<file path="config.mk">
export PLATFORM = sky130hd
export DESIGN_NAME = field_pwm_gen
export DESIGN_NICKNAME = d
export VERILOG_FILES = /design/src/rtl/fpwm_pkg.sv /design/src/rtl/fpwm_carrier.sv /design/src/rtl/fpwm_duty.sv /design/src/rtl/fpwm_core.sv /design/src/rtl/field_pwm_gen.sv
export SDC_FILE = /design/constraint.sdc
export NUM_CORES = 1
export LEC_CHECK = 0
export CORE_MARGIN = 10
export CORE_UTILIZATION = 26
export CTS_CLUSTER_SIZE = 20
export DETAILED_ROUTE_END_ITERATION = 7
export PLACE_DENSITY = 0.39
export SETUP_SLACK_MARGIN = 0.4
export SKIP_LAST_GASP = 1
export SYNTH_ARGS = -nofsm -noshare
export SYNTH_HDL_FRONTEND = slang
export SYNTH_SLANG_ARGS = --single-unit
</file>
<file path="constraint.sdc">
create_clock -name clk -period 28.6 [get_ports clk]
set_input_delay 2.86 -clock clk [delete_from_list [all_inputs] [get_ports clk]]
set_output_delay 2.86 -clock clk [all_outputs]
set_load 0.01 [all_outputs]
</file>
<file path="src/rtl/fpwm_pkg.sv">
// Shared types for the field-proportional PWM generator.
// Assumes: nothing beyond IEEE 1800-2017 packages.
package fpwm_pkg;
    typedef enum logic {
        RANGE_SLOW = 1'b0,
        RANGE_FAST = 1'b1
    } rate_range_e;

    typedef enum logic {
        SHAPE_UNI = 1'b0,
        SHAPE_BI  = 1'b1
    } field_shape_e;
endpackage

</file>
<file path="src/rtl/fpwm_carrier.sv">
// Maps the coarse range bit and the fine code to a carrier period in clock ticks.
// Assumes: BASE - (2**FINE_W - 1) * STEP >= 2 for both ranges.
module fpwm_carrier
    import fpwm_pkg::*;
#(
    parameter int FINE_W    = 4,
    parameter int PER_W     = 12,
    parameter int FAST_BASE = 64,
    parameter int FAST_STEP = 2,
    parameter int SLOW_BASE = 512,
    parameter int SLOW_STEP = 16
) (
    input  rate_range_e        range_i,
    input  logic [FINE_W-1:0]  fine_i,
    output logic [PER_W-1:0]   period_o
);
    localparam logic [PER_W-1:0] FB = PER_W'(FAST_BASE);
    localparam logic [PER_W-1:0] FS = PER_W'(FAST_STEP);
    localparam logic [PER_W-1:0] SB = PER_W'(SLOW_BASE);
    localparam logic [PER_W-1:0] SS = PER_W'(SLOW_STEP);

    logic [PER_W-1:0] fine_ext;

    // Pick the base and the step of the selected range; a larger fine code gives a shorter period.
    always_comb begin
        fine_ext = PER_W'(fine_i);
        if (range_i == RANGE_FAST)
            period_o = FB - fine_ext * FS;
        else
            period_o = SB - fine_ext * SS;
    end
endmodule

</file>
<file path="src/rtl/fpwm_duty.sv">
// Computes the clamped duty (units of 1/2**DUTY_FRAC) from field, gain and quiescent code.
// Assumes: UNI_BASE + max qcode lies within [CLAMP_LO, CLAMP_HI].
module fpwm_duty
    import fpwm_pkg::*;
#(
    parameter int FIELD_W    = 12,
    parameter int SENS_W     = 8,
    parameter int Q_W        = 8,
    parameter int DUTY_FRAC  = 10,
    parameter int SENS_SHIFT = 6,
    parameter int UNI_BASE   = 102,
    parameter int BI_BASE    = 410,
    parameter int CLAMP_LO   = 77,
    parameter int CLAMP_HI   = 947,
    localparam int DUTY_W    = DUTY_FRAC + 1
) (
    input  logic                      clk,
    input  logic                      rst_n,
    input  logic signed [FIELD_W-1:0] field_i,
    input  logic [SENS_W-1:0]         sens_i,
    input  logic [Q_W-1:0]            qcode_i,
    input  field_shape_e              shape_i,
    output logic [DUTY_W-1:0]         duty_o
);
    localparam int PROD_W = FIELD_W + SENS_W + 1;
    localparam int SUM_W  = PROD_W + 2;
    localparam logic signed [SUM_W-1:0] LO_S = SUM_W'(CLAMP_LO);
    localparam logic signed [SUM_W-1:0] HI_S = SUM_W'(CLAMP_HI);
    localparam logic signed [FIELD_W-1:0] FIELD_MIN = {1'b1, {(FIELD_W-1){1'b0}}};

    logic signed [FIELD_W-1:0] fld_eff;
    logic signed [PROD_W-1:0]  fld_ext;
    logic signed [PROD_W-1:0]  sens_ext;
    logic signed [PROD_W-1:0]  prod;
    logic signed [PROD_W-1:0]  term;
    logic signed [SUM_W-1:0]   base_s;
    logic signed [SUM_W-1:0]   sum;

    // Unidirectional shape discards negative field.
    always_comb begin
        if (shape_i == SHAPE_UNI && field_i[FIELD_W-1])
            fld_eff = '0;
        else
            fld_eff = field_i;
    end

    // Wide signed product and arithmetic shift; widths are chosen so nothing wraps.
    always_comb begin
        fld_ext  = PROD_W'(fld_eff);
        sens_ext = $signed(PROD_W'(sens_i));
        prod     = fld_ext * sens_ext;
        term     = prod >>> SENS_SHIFT;
    end

    // Quiescent level plus field term, then saturate to the diagnostic band.
    always_comb begin
        base_s = (shape_i == SHAPE_BI) ? SUM_W'(BI_BASE) : SUM_W'(UNI_BASE);
        sum    = SUM_W'(term) + base_s + $signed(SUM_W'(qcode_i));
        if (sum < LO_S)
            duty_o = DUTY_W'(CLAMP_LO);
        else if (sum > HI_S)
            duty_o = DUTY_W'(CLAMP_HI);
        else
            duty_o = DUTY_W'(sum);
    end

    assert_clamp_band_R5: assert property (@(posedge clk) disable iff (!rst_n)
        (duty_o >= DUTY_W'(CLAMP_LO)) && (duty_o <= DUTY_W'(CLAMP_HI)));

    assert_uni_negative_ignored_R4: assert property (@(posedge clk) disable iff (!rst_n)
        (shape_i == SHAPE_UNI && field_i < 0) |-> duty_o == DUTY_W'(UNI_BASE) + DUTY_W'(qcode_i));

    assert_extreme_low_saturates_R6: assert property (@(posedge clk) disable iff (!rst_n)
        (shape_i == SHAPE_BI && field_i == FIELD_MIN && sens_i == '1) |-> duty_o == DUTY_W'(CLAMP_LO));
endmodule

</file>
<file path="src/rtl/fpwm_core.sv">
// Carrier counter, boundary capture of period and high time, and calibration period counter.
// Assumes: period_i >= 2 whenever a period is loaded.
module fpwm_core #(
    parameter int PER_W       = 12,
    parameter int DUTY_FRAC   = 10,
    parameter int CAL_PERIODS = 100,
    localparam int DUTY_W     = DUTY_FRAC + 1
) (
    input  logic              clk,
    input  logic              rst_n,
    input  logic [PER_W-1:0]  period_i,
    input  logic [DUTY_W-1:0] duty_i,
    input  logic              cal_en_i,
    output logic              cal_force_o,
    output logic              pwm_o,
    output logic              cal_active_o
);
    localparam int MULT_W = PER_W + DUTY_W;
    localparam int CAL_W  = $clog2(CAL_PERIODS + 1);
    localparam logic [CAL_W-1:0] CAL_LIM = CAL_W'(CAL_PERIODS);

    logic [PER_W-1:0]  cnt;
    logic [PER_W-1:0]  per_q;
    logic [PER_W-1:0]  high_q;
    logic [PER_W-1:0]  high_in;
    logic [MULT_W-1:0] mult;
    logic [CAL_W-1:0]  cal_cnt;
    logic              cal_q;
    logic              load;

    // High time of the next period, rounded down.
    always_comb begin
        mult    = MULT_W'(period_i) * MULT_W'(duty_i);
        high_in = PER_W'(mult >> DUTY_FRAC);
    end

    // A period boundary: the last tick, or the idle state left by reset.
    always_comb load = (per_q == '0) || (cnt == per_q - 1'b1);

    // Calibration forcing applies while fewer than CAL_PERIODS periods have been loaded.
    always_comb cal_force_o = cal_en_i && (cal_cnt < CAL_LIM);

    // Counter and capture registers; reset restarts the carrier and the calibration window.
    always_ff @(posedge clk) begin
        if (!rst_n) begin
            cnt     <= '0;
            per_q   <= '0;
            high_q  <= '0;
            cal_cnt <= '0;
            cal_q   <= 1'b0;
        end else if (load) begin
            cnt    <= '0;
            per_q  <= period_i;
            high_q <= high_in;
            cal_q  <= cal_force_o;
            if (cal_cnt != CAL_LIM)
                cal_cnt <= cal_cnt + 1'b1;
        end else begin
            cnt <= cnt + 1'b1;
        end
    end

    assign pwm_o        = (cnt < high_q);
    assign cal_active_o = cal_q;

    assert_capture_hold_R7: assert property (@(posedge clk) disable iff (!rst_n)
        !load |=> ($stable(per_q) && $stable(high_q)));

    assert_low_tail_R2: assert property (@(posedge clk) disable iff (!rst_n)
        (!load && !pwm_o) |=> !pwm_o);

    assert_high_fits_R2: assert property (@(posedge clk) disable iff (!rst_n)
        load |-> high_in <= period_i);

    assert_min_period_R1: assert property (@(posedge clk) disable iff (!rst_n)
        load |-> period_i >= PER_W'(2));

    assert_cal_count_bound_R8: assert property (@(posedge clk) disable iff (!rst_n)
        cal_cnt <= CAL_LIM);
endmodule

</file>
<file path="src/rtl/field_pwm_gen.sv">
// Top: field-proportional PWM with diagnostic clamps, boundary-only updates and a power-up calibration window.
// Assumes: the field sample is already filtered and stable enough to be sampled once per period.
module field_pwm_gen
    import fpwm_pkg::*;
#(
    parameter int FIELD_W     = 12,
    parameter int SENS_W      = 8,
    parameter int Q_W         = 8,
    parameter int FINE_W      = 4,
    parameter int PER_W       = 12,
    parameter int DUTY_FRAC   = 10,
    parameter int SENS_SHIFT  = 6,
    parameter int UNI_BASE    = 102,
    parameter int BI_BASE     = 410,
    parameter int CLAMP_LO    = 77,
    parameter int CLAMP_HI    = 947,
    parameter int FAST_BASE   = 64,
    parameter int FAST_STEP   = 2,
    parameter int SLOW_BASE   = 512,
    parameter int SLOW_STEP   = 16,
    parameter int CAL_PERIODS = 100
) (
    input  logic                      clk,
    input  logic                      rst_n,
    input  logic signed [FIELD_W-1:0] field_i,
    input  logic [SENS_W-1:0]         sens_i,
    input  logic [Q_W-1:0]            qcode_i,
    input  logic                      bidir_i,
    input  logic                      rate_fast_i,
    input  logic [FINE_W-1:0]         rate_fine_i,
    input  logic                      cal_en_i,
    output logic                      pwm_o,
    output logic                      cal_active_o
);
    localparam int DUTY_W = DUTY_FRAC + 1;

    logic [PER_W-1:0]          period;
    logic [DUTY_W-1:0]         duty;
    logic                      cal_force;
    logic signed [FIELD_W-1:0] field_eff;
    rate_range_e               range;
    field_shape_e              shape;

    // Translate plain port bits into the shared enumerations.
    always_comb begin
        range = rate_range_e'(rate_fast_i);
        shape = field_shape_e'(bidir_i);
    end

    // During calibration the field is replaced by zero, leaving the quiescent duty.
    always_comb field_eff = cal_force ? '0 : field_i;

    fpwm_carrier #(
        .FINE_W(FINE_W), .PER_W(PER_W),
        .FAST_BASE(FAST_BASE), .FAST_STEP(FAST_STEP),
        .SLOW_BASE(SLOW_BASE), .SLOW_STEP(SLOW_STEP)
    ) u_carrier (
        .range_i (range),
        .fine_i  (rate_fine_i),
        .period_o(period)
    );

    fpwm_duty #(
        .FIELD_W(FIELD_W), .SENS_W(SENS_W), .Q_W(Q_W),
        .DUTY_FRAC(DUTY_FRAC), .SENS_SHIFT(SENS_SHIFT),
        .UNI_BASE(UNI_BASE), .BI_BASE(BI_BASE),
        .CLAMP_LO(CLAMP_LO), .CLAMP_HI(CLAMP_HI)
    ) u_duty (
        .clk    (clk),
        .rst_n  (rst_n),
        .field_i(field_eff),
        .sens_i (sens_i),
        .qcode_i(qcode_i),
        .shape_i(shape),
        .duty_o (duty)
    );

    fpwm_core #(
        .PER_W(PER_W), .DUTY_FRAC(DUTY_FRAC), .CAL_PERIODS(CAL_PERIODS)
    ) u_core (
        .clk         (clk),
        .rst_n       (rst_n),
        .period_i    (period),
        .duty_i      (duty),
        .cal_en_i    (cal_en_i),
        .cal_force_o (cal_force),
        .pwm_o       (pwm_o),
        .cal_active_o(cal_active_o)
    );
endmodule

</file>
==> results by group <==
Run status
  • Status: finished, final reports clean

Finish
  • Final net count: 1,588
  • Fin cells: 1,808
  • Area Overhead vs Synth: 10.9%
  • Diodes inserted: 0
  • Layout cells sized above 1: 4.13%
  • # fillers: 4,331

Synth
  • Post-synthesis async set-or-reset flop share: 0%
  • Synth top area share: 27.0%
  • Mapped Area: 0.0105 mm2
  • EDFF count, synth: 0
  • Synth area leader: fa_1
  • Register area share after synthesis: 7.85%
  • Ranking of synthesized cells by area: fa_1, ha_1, dfxtp_1, inv_1, nor2_1
  • Post-synth top flop: dfxtp_1
  • Flops & latches, synth: 41
  • Netlist cell types: 83
  • Most instantiated cells after synthesis: inv_1, fa_1, ha_1, nor2_1, nand2_1
  • Mapped Avg Cell Area: 8.28 um2
  • Most common cell in the netlist: inv_1
  • Yosys warns: 0
  • Synth Instances: 1,263

Detailed routing
  • DRC viols: 0
  • Pre-antenna DRT Iters: 4
  • Drt via density: 4.65
  • Iteration-0 DRC Markers: 276
  • Routed vias: 8,404
  • Post-Route WL: 27,700 um
  • Final antenna-violating net count: 0
  • Drt wl/cell: 15.3 um

STA
  • Max Clock Skew: 0.0111 ns
  • Final hold vios: 0
  • RSZ-0062 raised after global routing: false
  • TNS Setup: 0 ns
  • Final setup fails: 0
  • Min Tclk post-route: 17.26 ns
  • Slew Limit Fails: 0
  • Tcrit/Tclk final: 60.3%
  • Achievable Freq: 0.0579 GHz
  • Slew HR: 18.9%
  • Worst Max-Slew Pin Slew: 1.22 ns

Floorplan
  • IO Pins: 39
  • DIE HEIGHT: 221 um
  • Site Rows: 73
  • Core ar.: 0.0397 mm2
  • Initial Util: 26.3%
  • Die area: 0.0487 mm2
  • Chip Width: 221 um

Worst setup path
  • Crit Path Max Fanout: 85
  • Worst setup path startpoint: bidir_i
  • WS Path Type: in2reg
  • Reg2Reg Setup Slack: 13.81 ns
  • Reg2reg end: u_core.high_q[5]
  • Crit path DAT: 17.48 ns
  • R2R Path Start: u_core.cal_cnt[2]
  • Reg2reg path depth: 50
  • Type of origin of the critical path: primary input
  • CP Buf/Inv Count: 8
  • Crit path max-delay cell type: nor2_1
  • Max incr delay on CP: 0.68 ns
  • CP dominant cell by count: ha_1
  • CP delay by family, top: adder cells
  • CP Data Required Time: 28.82 ns
  • CP Capture Type: flip-flop

Place
  • Input/output buffers: 38
  • DP Cell Count: 1,800
  • HPWL after DPL: 23,000 um
  • Routability congestion estimate: 0.792

Min path
  • Min-delay src: u_core.high_q[4]
  • Hold Path Sink: u_core.high_q[4]
  • Hold Crit Class: reg2reg
  • Hold Path Depth: 2

Global route
  • First-pass GRT wire length: 46,400 um
  • Antenna violations before repair: 0
  • GRT Overall Usage: 11.6%
  • Grt ovf: 0
  • Vias in the first global route: 8,827
  • Largest net degree at the start of global routing: 86

CTS
  • Post-CTS Setup Repair Bufs: 0
  • Inserted Clock Buffers: 5
  • Clock Sinks: 41
  • Clock latency on the worst-skew pair: 0.29 ns
  • CTS tree: yes
  • Clock root buffer: clkbuf_16
  • Hold_buf cts: 0
  • Clock Tree Buf Depth: 2
  • CTS clock-pin slew for the worst setup and hold paths: 0.05 ns
  • H-tree depth: 2
  • PostCTS Resize Cnt: 0

Flow run
  • Max capacitance violation total: 0
## flip-flops by register name (all words and copies together) (netlist names)
register and count:
u_core.cal_active_o 1, u_core.cal_cnt 7, u_core.cnt 12, u_core.high_q 12, u_core.per_q 9
## routing by layer
| metal | global-route usage [%] | wire, um | vias up |
|---|---|---|---|
| met4 | 1.54 | 192 | 0 |
| met2 | 19.9 | 13200 | 89 |
| li1 | - | - | 4236 |
| met5 | 0 | 0 | - |
| met3 | 0.710 | 509 | 9 |
| met1 | 16.1 | 13800 | 4070 |
## how the worst max path moves through the flow
| stage | to | slack (ns) | cells after the start |
|---|---|---|---|
| after floorplan | u_core.high_q[6] | 13.56 | 51 |
| after global placement | u_core.high_q[6] | 11.11 | 51 |
| after detailed placement | u_core.high_q[5] | 11.11 | 50 |
| after CTS | u_core.high_q[5] | 11.34 | 50 |
| after global routing | u_core.high_q[5] | 10.28 | 50 |
| final | u_core.high_q[5] | 11.34 | 50 |
## layout by cell type, fill, tap and decap left out, types with 7 or more instances in the layout
cell type / netlist / final
inv_1: 190 / 190
fa_1: 141 / 141
ha_1: 128 / 128
nor2_1: 114 / 113
nand2_1: 66 / 66
and3_1: 59 / 59
nand3_1: 58 / 58
a21oi_1: 51 / 50
o21ai_0: 47 / 47
xnor2_1: 44 / 44
dfxtp_1: 41 / 41
clkdlybuf4s50_1: 0 / 38
a21o_1: 28 / 28
xor2_1: 24 / 24
and2_1: 21 / 21
nand2b_1: 19 / 19
nor2b_1: 18 / 18
nor3_1: 16 / 16
conb_1: 2 / 10
nand4_1: 9 / 9
a31oi_1: 8 / 8
or3_1: 8 / 8
o21a_1: 8 / 8
or2_2: 8 / 8
buf_4: 0 / 8
o211ai_1: 7 / 7
## worst min-delay path, cell delays in order (launching register included)
cell and delay [ns]:
dfxtp_1 0.31, nand2_1 0.05, a21boi_1 0.05
## stage by stage
step                      utilization, %  hold WS (ns)  worst slack [ns]  area, um2
after floorplan                        -         0.431             13.56      10500
final                               29.2         0.454             11.34      11600
after global placement              28.8         0.447             11.11      11400
after global routing                29.2         0.492             10.28      11600
after detailed placement            28.8         0.447             11.11      11400
after CTS                           29.2         0.455             11.34      11600
## logic make-up after synthesis
logic type | after synthesis | share of synthesized area (%)
buffers and inverters | 232 | 8.47
and+or+nand+nor | 429 | 21.2
AOI/OAI and AO/OA | 215 | 13.7
muxes | 7 | 0.718
other | 2 | 0.0718
xor gates and xnor gates | 68 | 5.69
adders and majority gates | 269 | 42.3
DFF | 41 | 7.85
## final cells by class
type	count	area, um2	share of cell area, %
Inverter	190	713	6.15
Clock buffer	5	125	1.08
Multi-Input combinational cell	998	8800	75.8
Clock inverter	3	46.3	0.399
Timing Repair Buffer	46	440	3.80
Sequential cell	41	821	7.08
Tap cell	525	657	5.66
Power is left out: the tool's default activity adds up to more than one toggle a clock period on the data nets, which glitch-free logic cannot reach.
